## config.mk

```make
export PLATFORM = sky130hd
export DESIGN_NAME = irqc_top
export DESIGN_NICKNAME = d
export VERILOG_FILES = /design/src/rtl/irqc_pkg.sv /design/src/rtl/irqc_regfile.sv /design/src/rtl/irqc_periodic.sv /design/src/rtl/irqc_holdoff.sv /design/src/rtl/irqc_top.sv
export SDC_FILE = /design/constraint.sdc
export NUM_CORES = 1
export LEC_CHECK = 0
export BUFFER_PORTS_ARGS = -buffer_cell sky130_fd_sc_hd__buf_2
export CAP_MARGIN = 20
export CORE_ASPECT_RATIO = 0.75
export CORE_MARGIN = 2
export CORE_UTILIZATION = 55
export CTS_CLUSTER_SIZE = 10
export DETAILED_ROUTE_END_ITERATION = 10
export PLACE_DENSITY = 0.91
export SLEW_MARGIN = 30
export SYNTH_ARGS = -nofsm -noshare
export SYNTH_HDL_FRONTEND = slang
export SYNTH_SLANG_ARGS = --single-unit
export TNS_END_PERCENT = 30
```

## constraint.sdc

```tcl
create_clock -name clk -period 7.4 [get_ports clk]
set_input_delay 2.22 -clock clk [delete_from_list [all_inputs] [get_ports clk]]
set_output_delay 2.22 -clock clk [all_outputs]
set_load 0.02 [all_outputs]
```

## src/rtl/irqc_pkg.sv

```systemverilog
package irqc_pkg;

    localparam int DATA_W = 32;
    localparam int TIME_W = 8;
    localparam int ADDR_W = 2;

    localparam int BIT_HOLD_MODE = 31;
    localparam int BIT_BYPASS    = 30;
    localparam int BIT_PERIODIC  = 28;

    localparam int PERIOD_LSB = TIME_W;
    localparam int WINDOW_LSB = 0;

    typedef enum logic [ADDR_W-1:0] {
        RA_STATUS = 2'd0,
        RA_ENABLE = 2'd1,
        RA_TIMING = 2'd2,
        RA_SPARE  = 2'd3
    } reg_addr_e;

    typedef struct packed {
        logic              hold_mode;
        logic [TIME_W-1:0] period;
        logic [TIME_W-1:0] window;
    } timing_cfg_t;

    localparam timing_cfg_t TIMING_RESET = '{
        hold_mode: 1'b1,
        period:    '0,
        window:    8'h40
    };

    function automatic logic [DATA_W-1:0] pack_timing(input timing_cfg_t c);
        logic [DATA_W-1:0] w;
        w = '0;
        w[BIT_HOLD_MODE] = c.hold_mode;
        w[PERIOD_LSB +: TIME_W] = c.period;
        w[WINDOW_LSB +: TIME_W] = c.window;
        return w;
    endfunction

    function automatic timing_cfg_t unpack_timing(input logic [DATA_W-1:0] w);
        timing_cfg_t c;
        c.hold_mode = w[BIT_HOLD_MODE];
        c.period    = w[PERIOD_LSB +: TIME_W];
        c.window    = w[WINDOW_LSB +: TIME_W];
        return c;
    endfunction

endpackage

```

## src/rtl/irqc_regfile.sv

```systemverilog
module irqc_regfile
    import irqc_pkg::*;
(
    input  logic              clk,
    input  logic              rst,
    input  logic              we,
    input  logic [ADDR_W-1:0] addr,
    input  logic [DATA_W-1:0] wdata,
    input  logic [DATA_W-1:0] set_vec,
    output logic [DATA_W-1:0] status_q,
    output logic [DATA_W-1:0] enable_q,
    output timing_cfg_t       timing_q,
    output logic              timing_wr,
    output logic [DATA_W-1:0] rdata
);

    reg_addr_e         sel;
    logic [DATA_W-1:0] clr_vec;
    logic [DATA_W-1:0] status_d;

    assign sel       = reg_addr_e'(addr);
    assign clr_vec   = (we && sel == RA_STATUS) ? wdata : '0;
    assign timing_wr = we && sel == RA_TIMING;

    // a source set in the same cycle as an acknowledge keeps the bit
    assign status_d = (status_q & ~clr_vec) | set_vec;

    always_ff @(posedge clk) begin
        if (rst) begin
            status_q <= '0;
            enable_q <= '0;
            timing_q <= TIMING_RESET;
        end else begin
            status_q <= status_d;
            if (we && sel == RA_ENABLE)
                enable_q <= wdata;
            if (timing_wr)
                timing_q <= unpack_timing(wdata);
        end
    end

    always_comb begin
        case (sel)
            RA_STATUS: rdata = status_q;
            RA_ENABLE: rdata = enable_q;
            RA_TIMING: rdata = pack_timing(timing_q);
            default:   rdata = '0;
        endcase
    end

endmodule

```

## src/rtl/irqc_periodic.sv

```systemverilog
module irqc_periodic
    import irqc_pkg::*;
(
    input  logic              clk,
    input  logic              rst,
    input  logic              tick_i,
    input  logic              restart,
    input  logic [TIME_W-1:0] period,
    output logic              hit
);

    logic [TIME_W-1:0] pcnt;
    logic [TIME_W:0]   pcnt_inc;
    logic              active;

    assign active   = period != '0;
    assign pcnt_inc = {1'b0, pcnt} + 1'b1;
    assign hit      = tick_i && active && !restart && (pcnt_inc >= {1'b0, period});

    always_ff @(posedge clk) begin
        if (rst || restart || !active) begin
            pcnt <= '0;
        end else if (tick_i) begin
            if (hit)
                pcnt <= '0;
            else
                pcnt <= pcnt_inc[TIME_W-1:0];
        end
    end

endmodule

```

## src/rtl/irqc_holdoff.sv

```systemverilog
module irqc_holdoff
    import irqc_pkg::*;
(
    input  logic              clk,
    input  logic              rst,
    input  logic              tick_i,
    input  logic              pending,
    input  logic [TIME_W-1:0] window,
    output logic              expired
);

    logic [TIME_W-1:0] cnt;
    logic [TIME_W:0]   cnt_inc;

    assign cnt_inc = {1'b0, cnt} + 1'b1;

    always_ff @(posedge clk) begin
        if (rst || !pending) begin
            cnt     <= '0;
            expired <= 1'b0;
        end else if (!expired && tick_i) begin
            if (cnt_inc >= {1'b0, window})
                expired <= 1'b1;
            else
                cnt <= cnt_inc[TIME_W-1:0];
        end
    end

endmodule

```

## src/rtl/irqc_top.sv

```systemverilog
module irqc_top
    import irqc_pkg::*;
(
    input  logic              clk,
    input  logic              rst,
    input  logic [DATA_W-1:0] cause_i,
    input  logic              tick_i,
    input  logic              reg_we,
    input  logic [ADDR_W-1:0] reg_addr,
    input  logic [DATA_W-1:0] reg_wdata,
    output logic [DATA_W-1:0] reg_rdata,
    output logic              irq_o
);

    logic [DATA_W-1:0] status_q;
    logic [DATA_W-1:0] enable_q;
    timing_cfg_t       timing_q;
    logic              timing_wr;
    logic              periodic_hit;
    logic [DATA_W-1:0] set_vec;
    logic [DATA_W-1:0] live;
    logic              pending;
    logic              expired;
    logic              immediate;

    always_comb begin
        set_vec = cause_i;
        set_vec[BIT_PERIODIC] = cause_i[BIT_PERIODIC] | periodic_hit;
    end

    irqc_regfile u_regs (
        .clk       (clk),
        .rst       (rst),
        .we        (reg_we),
        .addr      (reg_addr),
        .wdata     (reg_wdata),
        .set_vec   (set_vec),
        .status_q  (status_q),
        .enable_q  (enable_q),
        .timing_q  (timing_q),
        .timing_wr (timing_wr),
        .rdata     (reg_rdata)
    );

    irqc_periodic u_periodic (
        .clk     (clk),
        .rst     (rst),
        .tick_i  (tick_i),
        .restart (timing_wr),
        .period  (timing_q.period),
        .hit     (periodic_hit)
    );

    assign live    = status_q & enable_q;
    assign pending = |live;

    irqc_holdoff u_holdoff (
        .clk     (clk),
        .rst     (rst),
        .tick_i  (tick_i),
        .pending (pending),
        .window  (timing_q.window),
        .expired (expired)
    );

    assign immediate = live[BIT_BYPASS] || !timing_q.hold_mode || (timing_q.window == '0);
    assign irq_o     = pending && (immediate || expired);

endmodule

```

# After elaboration in Yosys (flattened, before gate mapping)

Cells that the tools add are included.

Register bits: 98
Word-level logic and storage cells: 48

Add/subtract/negate cells: 2
Order comparisons: 2
Eq/ne operators: 2
Muxes and demuxes: 3
Bitwise logic cells: 6
Reductions and logical operators: 25

Operator list:

| kind                | count |
|---|---|
| $pmux 32 s3         | 1 |
| $and 32x32->32      | 2 |
| $mux 32             | 1 |
| $not 32->32         | 1 |
| $or 32x32->32       | 1 |
| $reduce_or 32->1    | 1 |
| $add 8x1->9 const B | 2 |
| $ge 9x8->1          | 2 |
| $logic_and 1x1->1   | 8 |
| $logic_not 8->1     | 1 |
| $mux 8              | 1 |
| $reduce_bool 8->1   | 1 |
| $logic_or 1x1->1    | 6 |
| $logic_not 1->1     | 5 |
| $reduce_and 2->1    | 2 |
| $eq 2x1->1 const B  | 1 |
| $eq 2x2->1 const B  | 1 |
| $logic_not 2->1     | 1 |
| $not 1->1           | 1 |
| $or 1x1->1          | 1 |

# Longest topological paths before layout

Depth in word-level cells: 7
Depth in mapped cells: 11
Mapped depth without buffers: 10

# Cells and area by module

A second synthesis with hierarchy kept.

Cells, all modules: 622
Area total of the unflattened synthesis: 5642.9 um^2

Modules (own cells, without submodules):

| module        | times used | cells each | area an instance (um^2) | seq. area each (um^2) |
|---|---|---|---|---|
| irqc_regfile  | 1          | 409        | 3897.5                  | 1621.6 |
| irqc_periodic | 1          | 96         | 815.8                   | 160.2 |
| irqc_holdoff  | 1          | 83         | 713.2                   | 180.2 |
| irqc_top      | 1          | 34         | 216.5                   | 0.0 |

# Least setup slack after synthesis

No wires, ideal clock.

Path kind: input to output
Start point: input reg_addr[0]
End point: output reg_rdata[10]
Arrival time: 3.215 ns
Required time: 5.180 ns
Slack: 1.965 ns
Stages: 4
Buffers on the path: 2
Cells stage by stage: buf_4 > buf_2 > mux2i_1 > o21ai_0

Cells in the longest elaborated chain, start to end: 2

RTL lines:

| item                                     | RTL line           | text |
|---|---|---|
| start: declaration                       | irqc_top.sv:9      | `input logic [ADDR_W-1:0] reg_addr,` |
| $eq 2x2->1, or another cell as far along | irqc_regfile.sv:43 | `case (sel)` |
| $pmux 32 s3 (*)                          | irqc_regfile.sv:43 |  |
| end: declaration                         | irqc_top.sv:11     | `output logic [DATA_W-1:0] reg_rdata,` |

Mark *: on every way between the ends. The rest lies on a longest branch, timed or not.

# Worst setup path after layout

Start point: input reg_addr[1]
End point: output reg_rdata[9]

The elaborated chain is that of the path after synthesis.

==> qor.yml <==
detailed_routing:
  wl_um: 14100
  drtIter0Drc: 450
  ant_nets: 0
  drt-pass1-iter-count: 5
  viasPerCell: 6.12
  wl_per_cell_um: 17.0
  via_count: 5081
  drc: 0
sta:
  setup_viol: 0
  slew_headroom: 0.395
  drv_slew: 0
  tightest_slew_ps: 906
  rsz0062_at_grt: "false"
  post-route-period-util: 0.814
  final.setup_skew_ps: 6.08
  maxClockFrequency_mhz: 166
  fin_tns_setup_ps: 0
  fin_crit_ps: 6030
  final-hold-violation-count: 0
run_status:
  status: "complete, no violations"
synthesis:
  syn_avg_cell_area_um2: 7.86
  async_reset_ff_frac: 0
  synth_top_area_frac: 0.394
  syn_nets: 721
  synth_commonest_cells: "nand2_1, dfxtp_1, a21oi_1"
  yosysSeqAreaShare: 0.394
  ys_dominant_reg_cell: "dfxtp_1"
  synth-edff-count: 0
  synth_top_cell_by_area: "dfxtp_1"
  synth_area_um2: 4980
  postSynthCellCount: 633
  synth_area_leaders: "dfxtp_1, nand2_1, a21oi_1"
  synth_cell_types: 55
  yosysMostFrequentCell: "nand2_1"
  yosys_warnings: 0
  ys_ff_latch: 98
global_routing:
  grt_pass1_wl_um: 22900
  grt_pass1_vias: 5031
  grt_max_degree: 83
  grt_overflow: 0
  grt_usage: 0.290
  antenna_found_initial: 1
setup_path:
  endpoint_kind: "primary output"
  critPathTopFamily: "buffers and inverters"
  r2r_start: "u_holdoff.cnt[0]"
  regToRegSetupSlack_ps: 4350
  r2r_cells: 10
  slowest_delay_ps: 570
  critPathMostFrequentCell: "buf_2"
  cp.depth: 5
  slowest_stage: "nor2b_4"
  cp.arrival_ps: 3810
  cp_max_fo: 37
  setup.worst_path.start: "reg_addr[1]"
  worstPathRequired_ps: 5180
  crit_end: "reg_rdata[9]"
  r2r_end: "u_holdoff.expired"
  path_buf_inv: 2
  startpoint_type: "input port"
  worstSetupPathType: "input port to primary output"
  cp_cell_sequence: "buf_2 -> nor2b_4 -> nand2_1 -> o21ai_0 -> buf_2"
finish:
  n_antenna_cell: 0
  drive_gt1_frac: 0.194
  area_growth_pct: 15.9
  nets: 802
  fill_cells: 743
die:
  die_h_um: 86.4
  start_util: 0.557
  die_width_um: 114
  dieArea_um2: 9840
  rows: 30
  coreArea_um2: 8930
  pin_count: 103
clock_tree:
  post_cts_buffers: 0
  root_buffer: "clkbuf_16"
  cts_tree: "yes"
  holdBufCountCts: 0
  clk_pin_slew_worst_paths_ps: 70
  cts_buffers: 9
  clock_latency_ps: 340
  htreeDepth: 3
  clockBufferDepth: 2
  cts.sink_count: 98
  cts_resized: 0
power:
  p_total_mw: 1.17
  max-vdd-ir-drop_v: 0.000116
  leakage_nw: 2.41
  p_per_area_nw_per_um2: 202
flow_run:
  maxCapViolations: 0
placed_design:
  dp_hpwl_um: 10000
  gp_congestion: 0.914
  io_buffers: 102
min_path:
  min_path_type: "flop to flop"
  worstHoldPathCells: 2
==> worst reg2reg max path, delay by kind of cell (launching register included) <==
family                   cells  cell delay, ps
AO/OA/AOI/OAI                5            1430
AND/OR/NAND/NOR              2             380
flip-flops                   1             420
XOR/XNOR                     1             170
adder cells (fa/ha/maj)      2             590
==> cells in the final DEF, fill, tap and decap left out, drive strengths merged, types with 2 or more instances in the layout <==
cell      netlist  routed
nor2b           2       2
and3            4       4
o211ai          3       3
or4             7       7
mux2i          34      34
o21ai          27      27
nor4            3       3
clkinvlp        0       3
a21oi          91      91
o31ai           5       5
nor2           53      53
clkbuf         26      11
xnor2           6       6
nand3b          2       2
nand2b          2       2
buf            10     106
a221oi          8       8
o21a            2       2
a21o            3       3
nand4           4       4
ha             18      18
nand2         160     160
a31oi           2       2
a22o            7       7
a41oi           2       2
a32o            4       4
dfxtp          98      98
xor2            5       5
inv            19      19
nand3          13      13
==> state kept, by name, summed over array words and instances (netlist names) <==
signal	count
u_periodic.pcnt	8
u_regs.enable_q	32
u_holdoff.expired	1
u_holdoff.cnt	8
u_regs.status_q	32
u_regs.timing_q	17
==> where the power goes <==
| group | internal [mW] | switching [mW] | total (mW) |
|---|---|---|---|
| combinational | 0.0580 | 0.0959 | 0.154 |
| clock | 0.244 | 0.197 | 0.440 |
| sequential | 0.551 | 0.0214 | 0.572 |
==> per-layer routing <==
metal / share of wire / up-vias / GRT usage
met1: 0.39 / 2421 / 0.346
li1: - / 2346 / -
met4: 0.038 / 2 / 0.143
met3: 0.093 / 57 / 0.0720
met2: 0.47 / 255 / 0.494
met5: 0.00071 / - / 0
==> kinds of logic (layout without fill, tap and decap cells) <==
kind of cell / Yosys count / count (layout) / synth area share
DFF: 98 / 98 / 0.394
and+or+nand+nor: 258 / 258 / 0.228
AOI/OAI and AO/OA: 159 / 159 / 0.196
muxes: 34 / 34 / 0.0684
buffers and inverters: 55 / 140 / 0.0495
adders and majority gates: 18 / 18 / 0.0452
xor gates and xnor gates: 11 / 11 / 0.0194
==> stage by stage <==
step                      instance area, um2  setup WS (ps)  std cells  hold WS [ps]   util
after detailed placement                5490           1450        815           461  0.615
after floorplan                         4980           1970        633           442      -
after global routing                    5770           1300        830           494  0.646
final                                   5770           1370        830           471  0.646
after CTS                               5770           1440        830           471  0.646
after global placement                  5490           1440        815           455  0.614
==> final cells by class <==
| class | count | area, um2 | share of cell area |
|---|---|---|---|
| timing repair buffer | 106 | 543 | 0.0941 |
| tap | 112 | 140 | 0.0243 |
| inverter | 19 | 71.3 | 0.0124 |
| sequential | 98 | 1960 | 0.340 |
| multi-input combinational | 480 | 2780 | 0.481 |
| clock inverter | 4 | 27.5 | 0.00477 |
| clock buffer | 11 | 253 | 0.0438 |
==> how the worst min path moves through the flow <==
stage                   startpoint             endpoint  slack, ps
6_report       u_regs.enable_q[22]  u_regs.enable_q[22]        470
3_5_place_dp   u_regs.enable_q[22]  u_regs.enable_q[22]        460
4_1_cts        u_regs.enable_q[22]  u_regs.enable_q[22]        470
5_1_grt        u_regs.enable_q[22]  u_regs.enable_q[22]        490
2_1_floorplan    u_holdoff.expired    u_holdoff.expired        440
3_3_place_gp   u_regs.enable_q[16]  u_regs.enable_q[16]        460
(Power assumes the default switching activity.)
